$ cat config.mk
export PLATFORM = sky130hd
export DESIGN_NAME = ddr_cmd_guard
export DESIGN_NICKNAME = d
export VERILOG_FILES = /design/src/rtl/ddr_guard_pkg.sv /design/src/rtl/ddr_guard_decode.sv /design/src/rtl/ddr_guard_bank.sv /design/src/rtl/ddr_guard_global.sv /design/src/rtl/ddr_cmd_guard.sv
export SDC_FILE = /design/constraint.sdc
export NUM_CORES = 1
export LEC_CHECK = 0
export BUFFER_PORTS_ARGS = -buffer_cell sky130_fd_sc_hd__clkbuf_2
export CAP_MARGIN = 20
export CORE_MARGIN = 2
export CORE_UTILIZATION = 32
export CTS_CLUSTER_DIAMETER = 80
export CTS_CLUSTER_SIZE = 20
export DETAILED_ROUTE_END_ITERATION = 16
export PLACE_DENSITY = 0.55
export REMOVE_ABC_BUFFERS = 1
export SYNTH_ARGS = -nofsm -noshare
export SYNTH_HDL_FRONTEND = slang
export SYNTH_SLANG_ARGS = --single-unit
$ cat constraint.sdc
create_clock -name clk -period 4.4 [get_ports clk]
set_input_delay 0.88 -clock clk [delete_from_list [all_inputs] [get_ports clk]]
set_output_delay 0.88 -clock clk [all_outputs]
set_load 0.03 [all_outputs]
$ cat src/rtl/ddr_guard_pkg.sv
package ddr_guard_pkg;

   typedef enum logic [2:0] {
      CMD_NONE,
      CMD_ACT,
      CMD_RD,
      CMD_WR,
      CMD_BST,
      CMD_PRE,
      CMD_MRS,
      CMD_MISC
   } cmd_e;

   typedef enum logic [3:0] {
      V_NONE     = 4'd0,
      V_DLL_LOCK = 4'd1,
      V_MRS_GAP  = 4'd2,
      V_MRS_OPEN = 4'd3,
      V_ACT_OPEN = 4'd4,
      V_ACT_RP   = 4'd5,
      V_ACT_RRD  = 4'd6,
      V_RW_IDLE  = 4'd7,
      V_RW_RCD   = 4'd8,
      V_PRE_RAS  = 4'd9
   } viol_e;

endpackage

$ cat src/rtl/ddr_guard_decode.sv
module ddr_guard_decode
   import ddr_guard_pkg::*;
(
   input  logic sel_n,
   input  logic row_n,
   input  logic col_n,
   input  logic wr_n,
   output cmd_e cmd
);

   always_comb begin
      cmd = CMD_NONE;
      if (!sel_n) begin
         case ({row_n, col_n, wr_n})
            3'b011:  cmd = CMD_ACT;
            3'b101:  cmd = CMD_RD;
            3'b100:  cmd = CMD_WR;
            3'b110:  cmd = CMD_BST;
            3'b010:  cmd = CMD_PRE;
            3'b000:  cmd = CMD_MRS;
            3'b001:  cmd = CMD_MISC;
            default: cmd = CMD_NONE;
         endcase
      end
   end

endmodule

$ cat src/rtl/ddr_guard_bank.sv
module ddr_guard_bank #(
   parameter int ACT_TO_CAS = 3,
   parameter int ACT_TO_PRE = 6,
   parameter int PRE_TO_ACT = 3,
   parameter int AP_DELAY   = 4
) (
   input  logic clk,
   input  logic rst_n,
   input  logic do_act,
   input  logic do_pre,
   input  logic do_rw_ap,
   output logic is_open,
   output logic rcd_met,
   output logic ras_met,
   output logic rp_met
);

   localparam int MAX_A = (ACT_TO_CAS > ACT_TO_PRE) ? ACT_TO_CAS : ACT_TO_PRE;
   localparam int MAX_B = (PRE_TO_ACT > AP_DELAY) ? PRE_TO_ACT : AP_DELAY;
   localparam int MAX_V = (MAX_A > MAX_B) ? MAX_A : MAX_B;
   localparam int W     = $clog2(MAX_V + 1);

   logic [W-1:0] rcd_left, ras_left, rp_left, ap_left;
   logic         open_q, ap_pend;
   logic         ap_fire;

   assign ap_fire = open_q && ap_pend && (ap_left == '0) && (ras_left == '0);

   always_ff @(posedge clk) begin
      if (!rst_n) begin
         rcd_left <= '0;
         ras_left <= '0;
         rp_left  <= '0;
         ap_left  <= '0;
         open_q   <= 1'b0;
         ap_pend  <= 1'b0;
      end else begin
         if (rcd_left != '0) rcd_left <= rcd_left - 1'b1;
         if (ras_left != '0) ras_left <= ras_left - 1'b1;
         if (rp_left  != '0) rp_left  <= rp_left  - 1'b1;
         if (ap_left  != '0) ap_left  <= ap_left  - 1'b1;
         if (do_act) begin
            open_q   <= 1'b1;
            ap_pend  <= 1'b0;
            rcd_left <= W'(ACT_TO_CAS - 1);
            ras_left <= W'(ACT_TO_PRE - 1);
         end else if (do_pre && open_q) begin
            open_q  <= 1'b0;
            ap_pend <= 1'b0;
            rp_left <= W'(PRE_TO_ACT - 1);
         end else if (ap_fire) begin
            open_q  <= 1'b0;
            ap_pend <= 1'b0;
            rp_left <= W'(PRE_TO_ACT - 1);
         end else if (do_rw_ap && open_q) begin
            ap_pend <= 1'b1;
            ap_left <= W'(AP_DELAY - 1);
         end
      end
   end

   assign is_open = open_q;
   assign rcd_met = (rcd_left == '0);
   assign ras_met = (ras_left == '0);
   assign rp_met  = (rp_left == '0);

endmodule

$ cat src/rtl/ddr_guard_global.sv
module ddr_guard_global #(
   parameter int BA_W         = 2,
   parameter int ACT_TO_ACT   = 2,
   parameter int MRS_GAP      = 2,
   parameter int DLL_LOCK_CYC = 200
) (
   input  logic            clk,
   input  logic            rst_n,
   input  logic            act_seen,
   input  logic [BA_W-1:0] bank,
   input  logic            mrs_seen,
   input  logic            dll_req,
   output logic            rrd_clash,
   output logic            mrd_met,
   output logic            dll_met
);

   localparam int W_R = $clog2(ACT_TO_ACT + 1);
   localparam int W_M = $clog2(MRS_GAP + 1);
   localparam int W_D = $clog2(DLL_LOCK_CYC + 1);

   logic [W_R-1:0]  rrd_left;
   logic [W_M-1:0]  mrd_left;
   logic [W_D-1:0]  dll_left;
   logic [BA_W-1:0] last_bank;

   always_ff @(posedge clk) begin
      if (!rst_n) begin
         rrd_left  <= '0;
         mrd_left  <= '0;
         dll_left  <= '0;
         last_bank <= '0;
      end else begin
         if (rrd_left != '0) rrd_left <= rrd_left - 1'b1;
         if (mrd_left != '0) mrd_left <= mrd_left - 1'b1;
         if (dll_left != '0) dll_left <= dll_left - 1'b1;
         if (act_seen) begin
            rrd_left  <= W_R'(ACT_TO_ACT - 1);
            last_bank <= bank;
         end
         if (mrs_seen) mrd_left <= W_M'(MRS_GAP - 1);
         if (dll_req)  dll_left <= W_D'(DLL_LOCK_CYC);
      end
   end

   assign rrd_clash = (rrd_left != '0) && (bank != last_bank);
   assign mrd_met   = (mrd_left == '0);
   assign dll_met   = (dll_left == '0);

endmodule

$ cat src/rtl/ddr_cmd_guard.sv
module ddr_cmd_guard
   import ddr_guard_pkg::*;
#(
   parameter int BANKS        = 4,
   parameter int ACT_TO_CAS   = 3,
   parameter int ACT_TO_ACT   = 2,
   parameter int PRE_TO_ACT   = 3,
   parameter int ACT_TO_PRE   = 6,
   parameter int MRS_GAP      = 2,
   parameter int DLL_LOCK_CYC = 200,
   parameter int BURST_CYC    = 2,
   parameter int CAS_CYC      = 2,
   parameter bit REG_OUT      = 1'b1,
   localparam int BA_W        = $clog2(BANKS)
) (
   input  logic            clk,
   input  logic            rst_n,
   input  logic            cmd_sel_n,
   input  logic            cmd_row_n,
   input  logic            cmd_col_n,
   input  logic            cmd_wr_n,
   input  logic [BA_W-1:0] cmd_bank,
   input  logic            cmd_ap,
   input  logic            cmd_dll,
   output logic            err_pulse,
   output logic [3:0]      err_code
);

   localparam int AP_DELAY = BURST_CYC + CAS_CYC;

   if (BANKS < 2 || (BANKS & (BANKS - 1)) != 0) begin : g_bad_banks
      $error("BANKS must be a power of two of at least 2");
   end
   if (ACT_TO_CAS < 1 || ACT_TO_ACT < 1 || PRE_TO_ACT < 1 || ACT_TO_PRE < 1) begin : g_bad_bank_t
      $error("bank timing limits must be at least one cycle");
   end
   if (MRS_GAP < 1 || DLL_LOCK_CYC < 1 || AP_DELAY < 1) begin : g_bad_glob_t
      $error("global timing limits must be at least one cycle");
   end

   cmd_e             cmd;
   logic             real_cmd;
   logic [BANKS-1:0] open_vec, rcd_vec, ras_vec, rp_vec;
   logic             rrd_clash, mrd_met, dll_met;
   viol_e            v_next;

   ddr_guard_decode i_decode (
      .sel_n (cmd_sel_n),
      .row_n (cmd_row_n),
      .col_n (cmd_col_n),
      .wr_n  (cmd_wr_n),
      .cmd   (cmd)
   );

   assign real_cmd = (cmd != CMD_NONE);

   for (genvar i = 0; i < BANKS; i++) begin : g_bank
      logic hit;
      assign hit = (cmd_bank == BA_W'(i));
      ddr_guard_bank #(
         .ACT_TO_CAS (ACT_TO_CAS),
         .ACT_TO_PRE (ACT_TO_PRE),
         .PRE_TO_ACT (PRE_TO_ACT),
         .AP_DELAY   (AP_DELAY)
      ) i_bank (
         .clk      (clk),
         .rst_n    (rst_n),
         .do_act   ((cmd == CMD_ACT) && hit),
         .do_pre   ((cmd == CMD_PRE) && (cmd_ap || hit)),
         .do_rw_ap (((cmd == CMD_RD) || (cmd == CMD_WR)) && cmd_ap && hit),
         .is_open  (open_vec[i]),
         .rcd_met  (rcd_vec[i]),
         .ras_met  (ras_vec[i]),
         .rp_met   (rp_vec[i])
      );
   end

   ddr_guard_global #(
      .BA_W         (BA_W),
      .ACT_TO_ACT   (ACT_TO_ACT),
      .MRS_GAP      (MRS_GAP),
      .DLL_LOCK_CYC (DLL_LOCK_CYC)
   ) i_global (
      .clk       (clk),
      .rst_n     (rst_n),
      .act_seen  (cmd == CMD_ACT),
      .bank      (cmd_bank),
      .mrs_seen  (cmd == CMD_MRS),
      .dll_req   ((cmd == CMD_MRS) && !cmd_bank[0] && cmd_dll),
      .rrd_clash (rrd_clash),
      .mrd_met   (mrd_met),
      .dll_met   (dll_met)
   );

   always_comb begin
      v_next = V_NONE;
      if (real_cmd) begin
         if (!dll_met) begin
            v_next = V_DLL_LOCK;
         end else if (!mrd_met) begin
            v_next = V_MRS_GAP;
         end else begin
            case (cmd)
               CMD_MRS: if (|open_vec) v_next = V_MRS_OPEN;
               CMD_ACT: begin
                  if (open_vec[cmd_bank])     v_next = V_ACT_OPEN;
                  else if (!rp_vec[cmd_bank]) v_next = V_ACT_RP;
                  else if (rrd_clash)         v_next = V_ACT_RRD;
               end
               CMD_RD, CMD_WR: begin
                  if (!open_vec[cmd_bank])     v_next = V_RW_IDLE;
                  else if (!rcd_vec[cmd_bank]) v_next = V_RW_RCD;
               end
               CMD_PRE: begin
                  if (cmd_ap ? (|(open_vec & ~ras_vec))
                             : (open_vec[cmd_bank] && !ras_vec[cmd_bank]))
                     v_next = V_PRE_RAS;
               end
               default: v_next = V_NONE;
            endcase
         end
      end
   end

   if (REG_OUT) begin : g_out_reg
      always_ff @(posedge clk) begin
         if (!rst_n) begin
            err_pulse <= 1'b0;
            err_code  <= 4'd0;
         end else begin
            err_pulse <= (v_next != V_NONE);
            err_code  <= v_next;
         end
      end
   end else begin : g_out_comb
      assign err_pulse = (v_next != V_NONE);
      assign err_code  = v_next;
   end

endmodule

# Word-level counts from Yosys, hierarchy flattened

Index checks and enable logic that the tools add are counted.

Flip-flop bits (word level): 75
Input port bits: 10
Output and inout port bits: 5
Logic and storage cells: 285

$add $sub $neg: 19
Magnitude comparators: 1
Eq/ne operators: 15
Mux-type cells: 92
Bitwise gates (word level): 3
Reductions and logical operators: 114

Operator list:

| cell                                                | number |
|---|---|
| two-way mux 3 bit                                   | 48 |
| nonzero test 3 bit                                  | 21 |
| logical NOT 3 bit                                   | 17 |
| subtractor 3 x 1 -> 3 bit, second input constant    | 16 |
| logical AND 1 bit                                   | 37 |
| nonzero test 2 bit                                  | 13 |
| two-way mux 4 bit                                   | 6 |
| OR reduction 4 bit                                  | 6 |
| two-way mux 1 bit                                   | 21 |
| one-hot mux 3 bit (7 select lines)                  | 1 |
| two-way mux 2 bit                                   | 9 |
| two-way mux 8 bit                                   | 2 |
| one-hot mux 4 bit (4 select lines)                  | 1 |
| OR reduction 2 bit                                  | 8 |
| equality test 3 bit, second input constant          | 5 |
| equality test 3 x 2 -> 1 bit, second input constant | 4 |
| binary-select mux 1 bit (select 2 bit)              | 4 |
| logical NOT 8 bit                                   | 1 |
| nonzero test 8 bit                                  | 1 |
| subtractor 8 x 1 -> 8 bit, second input constant    | 1 |
| equality test 3 x 1 -> 1 bit, second input constant | 2 |
| logical OR 1 bit                                    | 5 |
| AND 4 bit                                           | 1 |
| equality test 2 bit, second input constant          | 2 |
| 9 further kinds                                     | 12 |

# Logic depth before layout (Yosys ltp)

Gate-level depths: netlist of run 1.

Word-level depth: 12
Gate-level depth with buffers: 8
Gate-level depth less buffers: 8

# Modules after synthesis

From an unflattened synthesis of run 1, not the netlist that was laid out.

Cell total of the unflattened synthesis: 471
Area, all modules: 4192.8 um2

By module, submodules not included:

| module                                 | instances | cells each | area an instance (um2) | seq. area each (um2) |
|---|---|---|---|---|
| ddr_guard_bank at g_bank[0].i_bank ... | 3         | 79         | 706.9                  | 280.3 |
| ddr_guard_global                       | 1         | 77         | 711.9                  | 280.3 |
| ddr_guard_bank at g_bank[2].i_bank     | 1         | 74         | 689.4                  | 280.3 |
| ddr_cmd_guard                          | 1         | 77         | 625.6                  | 100.1 |
| ddr_guard_decode                       | 1         | 6          | 45.0                   | 0.0 |

# Worst setup path after synthesis of run 1

Ideal clock, no wire load.

Path type: input port to flip-flop
Start point: input cmd_wr_n
End point: register i_global.dll_left[2]
Setup time: 0.117 ns
Data arrival time: 2.076 ns
Data required time: 4.283 ns
Slack: 2.206 ns
Stages on the path: 4
Path buffers: 0
Cells stage by stage: or4_1 > or3b_1 > nand3_1 > nor2_1

Longest elaborated chain between the ends: 7
Elaborated cells on any way between the ends: 13
Classes of those cells: eq/ne (7); mux (2); reduce/logical (4)

RTL lines:

| item                                                       | RTL line               | text |
|---|---|---|
| start: declaration                                         | ddr_cmd_guard.sv:21    | `input logic cmd_wr_n,` |
| equality test 3 x 1 -> 1 bit, or another cell as far along | ddr_guard_decode.sv:14 | `case ({row_n, col_n, wr_n})` |
| one-hot mux 3 bit (7 select lines) (*)                     | ddr_guard_decode.sv:14 |  |
| two-way mux 3 bit (*)                                      | ddr_guard_decode.sv:13 | `if (!sel_n) begin` |
| equality test 3 bit (*)                                    | ddr_cmd_guard.sv:89    | `.dll_req ((cmd == CMD_MRS) && !cmd_bank[0] && cmd_dll),` |
| logical AND 1 bit (*) (2 in series)                        | ddr_cmd_guard.sv:89    |  |
| OR reduction 2 bit (no source line) (*)                    | --                     |  |
| end signal: assignment                                     | ddr_guard_global.sv:36 | `if (dll_left != '0) dll_left <= dll_left - 1'b1;` |
| end signal: assignment                                     | ddr_guard_global.sv:42 | `if (dll_req) dll_left <= W_D'(DLL_LOCK_CYC);` |
| end: declaration                                           | ddr_guard_global.sv:24 | `logic [W_D-1:0] dll_left;` |

Mark *: on every way between the ends. The rest lies on a longest branch, timed or not.
A chain may end at the register's enable or synchronous reset.

# Final worst setup path of run 1

Start point: input cmd_bank[0]
End point: register err_pulse

Longest elaborated chain between the ends: 11
Elaborated cells on any way between the ends: 24
Classes of those cells: eq/ne (1); mux (19); reduce/logical (4)

RTL lines:

| item                                    | RTL line             | text |
|---|---|---|
| start: declaration                      | ddr_cmd_guard.sv:22  | `input logic [BA_W-1:0] cmd_bank,` |
| binary-select mux 1 bit (select 2 bit)  | ddr_cmd_guard.sv:116 | `: (open_vec[cmd_bank] && !ras_vec[cmd_bank]))` |
| two-way mux 1 bit (implied by the code) | ddr_cmd_guard.sv:116 |  |
| logical NOT 1 bit                       | ddr_cmd_guard.sv:116 |  |
| logical AND 1 bit                       | ddr_cmd_guard.sv:116 |  |
| two-way mux 1 bit                       | ddr_cmd_guard.sv:115 | `if (cmd_ap ? (\|(open_vec & ~ras_vec))` |
| two-way mux 4 bit                       | ddr_cmd_guard.sv:115 |  |
| one-hot mux 4 bit (4 select lines) (*)  | ddr_cmd_guard.sv:103 | `case (cmd)` |
| two-way mux 4 bit (*)                   | ddr_cmd_guard.sv:100 | `end else if (!mrd_met) begin` |
| two-way mux 4 bit (*)                   | ddr_cmd_guard.sv:98  | `if (!dll_met) begin` |
| two-way mux 4 bit (*)                   | ddr_cmd_guard.sv:97  | `if (real_cmd) begin` |
| nonzero test 4 bit (*)                  | ddr_cmd_guard.sv:131 | `err_pulse <= (v_next != V_NONE);` |
| end signal: assignment                  | ddr_cmd_guard.sv:131 |  |
| end: declaration                        | ddr_cmd_guard.sv:25  | `output logic err_pulse,` |

Mark *: on every way between the ends. The rest lies on a longest branch, timed or not. The select of a mux whose other input is x is not followed.

==> qor.yml, run 1 <==
run_status:
  status: "finished, final reports clean"
synth:
  yosysSeqAreaShare_pct: 39.13
  synth-edff-count: 0
  synthDistinctLibCells: 52
  avgSynthCellArea_um2: 8.662
  ys_seq_elements: 75
  postSynthCellCount: 443
  synthArstFlopShare_pct: 0
  yosysWarnings: 0
  syn_area_um2: 3837
  synthFlopType: "dfxtp_1"
die:
  core_area_um2: 11560
  start_util_pct: 33.18
  row_count: 39
  dieHeight_um: 113.5
  ioPinCount: 15
  dieArea_um2: 12880
  fp.dieW_um: 113.5
power_and_ir_drop:
  totalPowerFinal_mw: 3.297
  powerDensity_nw_per_um2: 747.6
  peakVddDrop_v: 0.0002137
  leakage_nw: 1.808
clock_tree:
  cts.repair.resized: 0
  cts_buffers: 9
  cts.sinks: 75
  insertion_delay_ps: 330
  tritoncts: "yes"
  htreeDepth: 3
  cts_buffer_depth: 2
  cts_hold_buf: 0
  cts_setup_buffers: 0
  root_buffer: "clkbuf_16"
  clkSlewWorstSetupHoldPaths_ps: 60
worst_setup_path:
  crit_arrival_ps: 2440
  ff2ff_setup_slack_ps: 2350
  critPathLaunchType: "primary input"
  cp_max_fo: 12
  critPathSlowestCell: "mux4_2"
  max_stage_delay_ps: 620
  crit_chain: "clkbuf_2 -> mux4_2 -> nor3_1 -> o22ai_1 -> a311oi_1 -> o211ai_1"
  endpoint_kind: "flip-flop"
  required_ps: 4600
  criticalPathCategory: "primary input to flip-flop"
global_routing:
  grt_max_degree: 24
  grt_pass1_vias: 2861
  grt_remaining_overflow: 0
  grt_pass1_wl_um: 13150
  antenna_found_initial: 0
  grt.total_usage_pct: 12.71
final_layout:
  multi_input_area_um2: 2108
  seq_area_um2: 1501
  area_growth_pct: 14.93
  final_cell_mix: "dfxtp_1 (75), nor2_1 (65), inv_1 (45)"
  drive_gt1_share_pct: 9.871
  n_antenna_cell: 0
  final_nets: 503
  fillers: 1147
  final_common_cell: "dfxtp_1"
sta:
  rsz0062_at_grt: "false"
  fin_tns_setup_ps: 0
  hold_violations: 0
  worst_pin_slew_ps: 597.1
  finClkSkew_ps: 12.62
  final-setup-viol-count: 0
  max_freq_mhz: 446.3
  max-slew-margin-rel_pct: 59.16
  min_period_ps: 2241
  slew_viol_final: 0
  fin_crit_sh_pct: 50.93
placed_design:
  numPortBuffers: 14
  gp_congestion: 0.8212
  dp_hpwl_um: 5779
routing:
  route.detailed.drc: 0
  wirelength_um: 7688
  vias: 2991
  avgViaCountPerCell: 4.911
  drt_iter0_drc: 167
  ant_nets: 0
  drt-pass1-iter-count: 7
  wl_per_cell_um: 12.62
flow_run:
  cap_viol_max_count: 0
min_path:
  hold_class: "flip-flop to flip-flop"
path summary, 6_finish.rpt:
kind                                     start                     to  cells past startpoint
setup / recovery                   cmd_bank[0]              err_pulse                      6
hold / removal           i_global.last_bank[0]  i_global.last_bank[0]                      2
setup reg to reg  g_bank[1].i_bank.ras_left[0]              err_pulse                      8
hold reg to reg          i_global.last_bank[0]  i_global.last_bank[0]                      2
critical path, delay by kind of cell:
family	cells	cell delay [ps]
AND/OR/NAND/NOR	1	210
buffers and inverters	1	240
AO/OA/AOI/OAI	3	470
multiplexers	1	620
sequential cells by signal (all words and copies together), names as in the netlist:
| register | flops |
|---|---|
| g_bank.i_bank.is_open | 4 |
| g_bank.i_bank.rp_left | 12 |
| err_code | 4 |
| i_global.dll_left | 8 |
| i_global.mrd_left | 2 |
| err_pulse | 1 |
| g_bank.i_bank.ras_left | 12 |
| i_global.rrd_left | 2 |
| i_global.last_bank | 2 |
| g_bank.i_bank.rcd_left | 12 |
| g_bank.i_bank.ap_left | 12 |
| g_bank.i_bank.ap_pend | 4 |
cell families (layout without fill, tap and decap cells):
family | count (synthesis) | after routing | share of synthesized area, %
xor gates and xnor gates | 25 | 25 | 5.706
DFF | 75 | 75 | 39.13
muxes | 17 | 17 | 5.445
and+or+nand+nor | 161 | 161 | 21.00
buffers and inverters | 54 | 77 | 5.934
AOI/OAI and AO/OA | 80 | 80 | 12.68
adders and majority gates | 31 | 31 | 10.11
metal layers:
metal | track usage (%) | routed length (µm) | vias to the layer above
met5 | 0 | 0 | -
met2 | 21.96 | 3598 | 39
met4 | 3.577 | 61 | 0
li1 | - | - | 1554
met1 | 15.35 | 3680 | 1394
met3 | 3.826 | 348 | 4
synthesized netlist by cell type, types with 2 or more instances:
| cell | instances | area share [%] |
|---|---|---|
| dfxtp_1 | 75 | 39 |
| nor2_1 | 65 | 6.4 |
| inv_1 | 45 | 4.4 |
| a21oi_1 | 36 | 4.7 |
| nand2_1 | 33 | 3.2 |
| ha_1 | 31 | 10 |
| xnor2_1 | 17 | 3.9 |
| mux2i_1 | 13 | 3.4 |
| o21ai_0 | 13 | 1.7 |
| nor3_1 | 12 | 1.6 |
| nor2b_1 | 10 | 1.6 |
| a31oi_1 | 8 | 1.3 |
| xor2_1 | 8 | 1.8 |
| a211oi_1 | 7 | 1.4 |
| nand2b_1 | 7 | 1.1 |
| nand3_1 | 6 | 0.78 |
| or4_1 | 5 | 0.98 |
| clkbuf_1 | 4 | 0.39 |
| mux4_2 | 3 | 1.8 |
| nand2b_4 | 3 | 1.1 |
| a221oi_1 | 2 | 0.46 |
| a32oi_1 | 2 | 0.46 |
| and3_1 | 2 | 0.33 |
| and4_1 | 2 | 0.46 |
| buf_6 | 2 | 0.59 |
| nand3b_1 | 2 | 0.39 |
| nor2_2 | 2 | 0.33 |
| nor4_1 | 2 | 0.33 |
| o22ai_1 | 2 | 0.33 |
| or3b_1 | 2 | 0.46 |
area by class of cell:
class                           instances  share of cell area (%)
Clock buffer                           10                   5.418
Multi-Input combinational cell        314                   47.80
Timing Repair Buffer                   16                   1.929
Tap cell                              143                   4.057
Clock inverter                          5                   2.837
Sequential cell                        75                   34.04
Inverter                               46                   3.915
metrics by stage:
stage          hold WS, ps  cell area (µm²)  setup slack (ps)  std cells  utilization (%)
3_3_place_gp         448.4             4046              1846        594            34.99
2_1_floorplan        432.8             3782              2206        435                -
5_1_grt              486.2             4410              2074        609            38.14
3_5_place_dp         456.8             4046              1837        594            34.99
6_report             469.5             4410              2159        609            38.14
4_1_cts              471.3             4410              2178        609            38.14
power breakdown:
part,switching (mW),internal [mW],leakage (nW)
registers,0.137,0.912,0.618
logic,0.733,0.623,1.01
clock network,0.270,0.622,0.179
total,1.14,2.16,1.81
(Power assumes the default switching activity.)
==> inputs of run 2 (changes only) <==
PLACE_DENSITY = 0.56   (was 0.55)
clock period = 1.99 ns   (was 4.4 ns; I/O delays follow)
==> run 2 against run 1 <==
Clock skew shrank 6.0 ps; critical path depth grew 2; sequential share of layout area shrank 1.8 points; design area grew 5.5%; setup slack lost 2100 ps; cell count grew 3.6%; hold slack lost 39 ps; clock power grew 130%; first-iteration DRC count grew 8.4%; total power grew 130%; largest power group unchanged; highest routed layer unchanged.
==> qor.yml, run 2 (same netlist as run 1, synthesis figures left out) <==
sta:
  max_freq_mhz: 522.2
  rsz0062_at_grt: "false"
  fin_ws_ps: 75.18  # -2084 ps
  worst_pin_slew_ps: 456.5  # -140.7 ps
  min_period_ps: 1915
  final-setup-viol-count: 0  # unchanged
  fin_tns_setup_ps: 0  # unchanged
  slew_viol_final: 0  # unchanged
  max-slew-margin-rel_pct: 69.57  # +10 points
  finClkSkew_ps: 6.591  # -6.034 ps
  fin_crit_sh_pct: 96.22
  hold_violations: 0  # unchanged
power_and_ir_drop:
  leakage_nw: 1.917  # +6.1%
  powerDensity_nw_per_um2: 1652  # +120%
  peakVddDrop_v: 0.0006521  # +210%
worst_setup_path:
  rr_endpoint: "err_pulse"
  cp_max_fo: 4  # -8
  r2r_start: "g_bank[2].i_bank.rp_left[1]"
  criticalPathCategory: "flip-flop to flip-flop"
  crit_arrival_ps: 2130  # -310 ps
  critPathSlowestCell: "mux4_2"
  ff2ff_setup_slack_ps: 80  # -2270 ps
  crit_chain: "inv_1 -> ha_4 -> nand2b_4 -> mux4_2 -> nor3_1 -> o22ai_1 -> a311oi_1 -> o211ai_1"
  required_ps: 2210  # -2390 ps
  path_delay_family: "multiplexers"
  reg2regPathDepth: 8  # unchanged
  critical_path_buf_inv_count: 1  # unchanged
  endpoint_kind: "flip-flop"
  critPathLaunchType: "flip-flop"
  max_stage_delay_ps: 490  # -130 ps
clock_tree:
  cts_buffers: 9  # unchanged
  cts_buffer_depth: 2  # unchanged
  cts_hold_buf: 0  # unchanged
  clkSlewWorstSetupHoldPaths_ps: 60  # about the same
  tritoncts: "yes"
  insertion_delay_ps: 340  # about the same
  htreeDepth: 3  # unchanged
  root_buffer: "clkbuf_16"
  cts.sinks: 75  # unchanged
placed_design:
  numPortBuffers: 14  # unchanged
  gp_congestion: 0.8516  # +3.7%
  dp_hpwl_um: 6096  # +5.5%
  placed_area_um2: 4197  # +3.7%
  dp_worst_setup_slack_ps: 13.64  # -1823 ps
final_layout:
  final_common_cell: "dfxtp_1"
  final_nets: 524  # +4.2%
  area_growth_pct: 21.23
  design_area_um2: 4652  # +5.5%
  n_antenna_cell: 0  # unchanged
  final_cell_mix: "dfxtp_1 (75), nor2_1 (65), inv_1 (36)"
  postLayoutCoreUtil_pct: 40.23  # +2.1 points
  drive_gt1_share_pct: 17.42  # +7.5 points
routing:
  route.detailed.drc: 0  # unchanged
  vias: 3094  # +3.4%
  drt-pass1-iter-count: 4  # -3
  wl_per_cell_um: 13.07  # +3.5%
  ant_nets: 0  # unchanged
  avgViaCountPerCell: 4.903  # -0.16%
  drt_iter0_drc: 181  # +8.4%
  wirelength_um: 8245  # +7.2%
global_routing:
  grt_pass1_vias: 3025  # +5.7%
  grt_pass1_wl_um: 14150  # +7.6%
  grt_remaining_overflow: 0  # unchanged
  grt_max_degree: 39  # +63%
  grt.total_usage_pct: 13.86  # +1.2 points
  antenna_found_initial: 0  # unchanged
min_path:
  min-delay-start: "cmd_wr_n"
  hold_path_depth: 3  # +1
  hold_class: "primary input to flip-flop"
  min_to: "i_global.mrd_left[0]"
flow_run:
  cap_viol_max_count: 0  # unchanged
die:
  ioPinCount: 15  # unchanged
  fp.dieW_um: 113.5  # unchanged
  dieHeight_um: 113.5  # unchanged
  start_util_pct: 33.18  # unchanged
  core_area_um2: 11560  # unchanged
  dieArea_um2: 12880  # unchanged
  row_count: 39  # unchanged
run_status:
  status: "finished, final reports clean"
==> run 2: worst max-delay path by stage <==
stage / end / slack [ps] / cells past startpoint / startpoint
after floorplan: err_pulse / 180 / 8 / g_bank[1].i_bank.ras_left[0]
after global placement: i_global.dll_left[4] / 70 / 5 / cmd_wr_n
after detailed placement: err_pulse / 10 / 8 / g_bank[2].i_bank.rp_left[0]
after CTS: err_pulse / 10 / 8 / g_bank[3].i_bank.rp_left[0]
after global routing: err_pulse / 0.3 / 8 / g_bank[2].i_bank.rp_left[1]
final: err_pulse / 80 / 8 / g_bank[2].i_bank.rp_left[1]
==> run 2: report_power, final <==
part           switching [mW]  internal, mW  total [mW]
registers               0.319          2.02        2.34
clock network           0.623          1.42        2.04
logic                    1.72          1.59        3.31
==> run 2: tightest hold or removal path, stage by stage <==
cell      delay, ps
clkbuf_2         80
or4_1           160
a21oi_1          80
==> run 2: routing by layer <==
metal  track usage [%]  vias up  routed length, µm
met5                 0        -                  0
li1                  -     1596                  -
met2             24.03       31               3897
met3             3.985       10                301
met1             16.58     1457               3934
met4             4.390        0                111
==> run 2: cell type report <==
| cell class | instances | area, µm² |
|---|---|---|
| clock buffers | 12 | 256.5 |
| fillers | 1162 | 6913 |
| flip-flops and latches | 75 | 1501 |
| multi-input cells | 314 | 2180 |
| repair buffers | 37 | 242.7 |
| inverters | 46 | 172.7 |
| clock inverters | 4 | 120.1 |
| well taps | 143 | 178.9 |
==> run 2: what timing repair did <==
item	4_1_cts	5_1_grt
buffers inserted	0	1
resized for setup	1	22
pin swaps	1	9
gates cloned	0	0
setup endpoints to repair	1	2
==> run 2: metrics by stage <==
| stage | hold WS, ps | power [mW] | std cells |
|---|---|---|---|
| after global routing | 470.0 | 8.371 | 631 |
| after CTS | 424.0 | 7.633 | 630 |
| after detailed placement | 457.3 | 5.510 | 614 |
| after global placement | 447.5 | 5.389 | 614 |
| after floorplan | 432.8 | 4.763 | 435 |
| final | 430.9 | 7.687 | 631 |
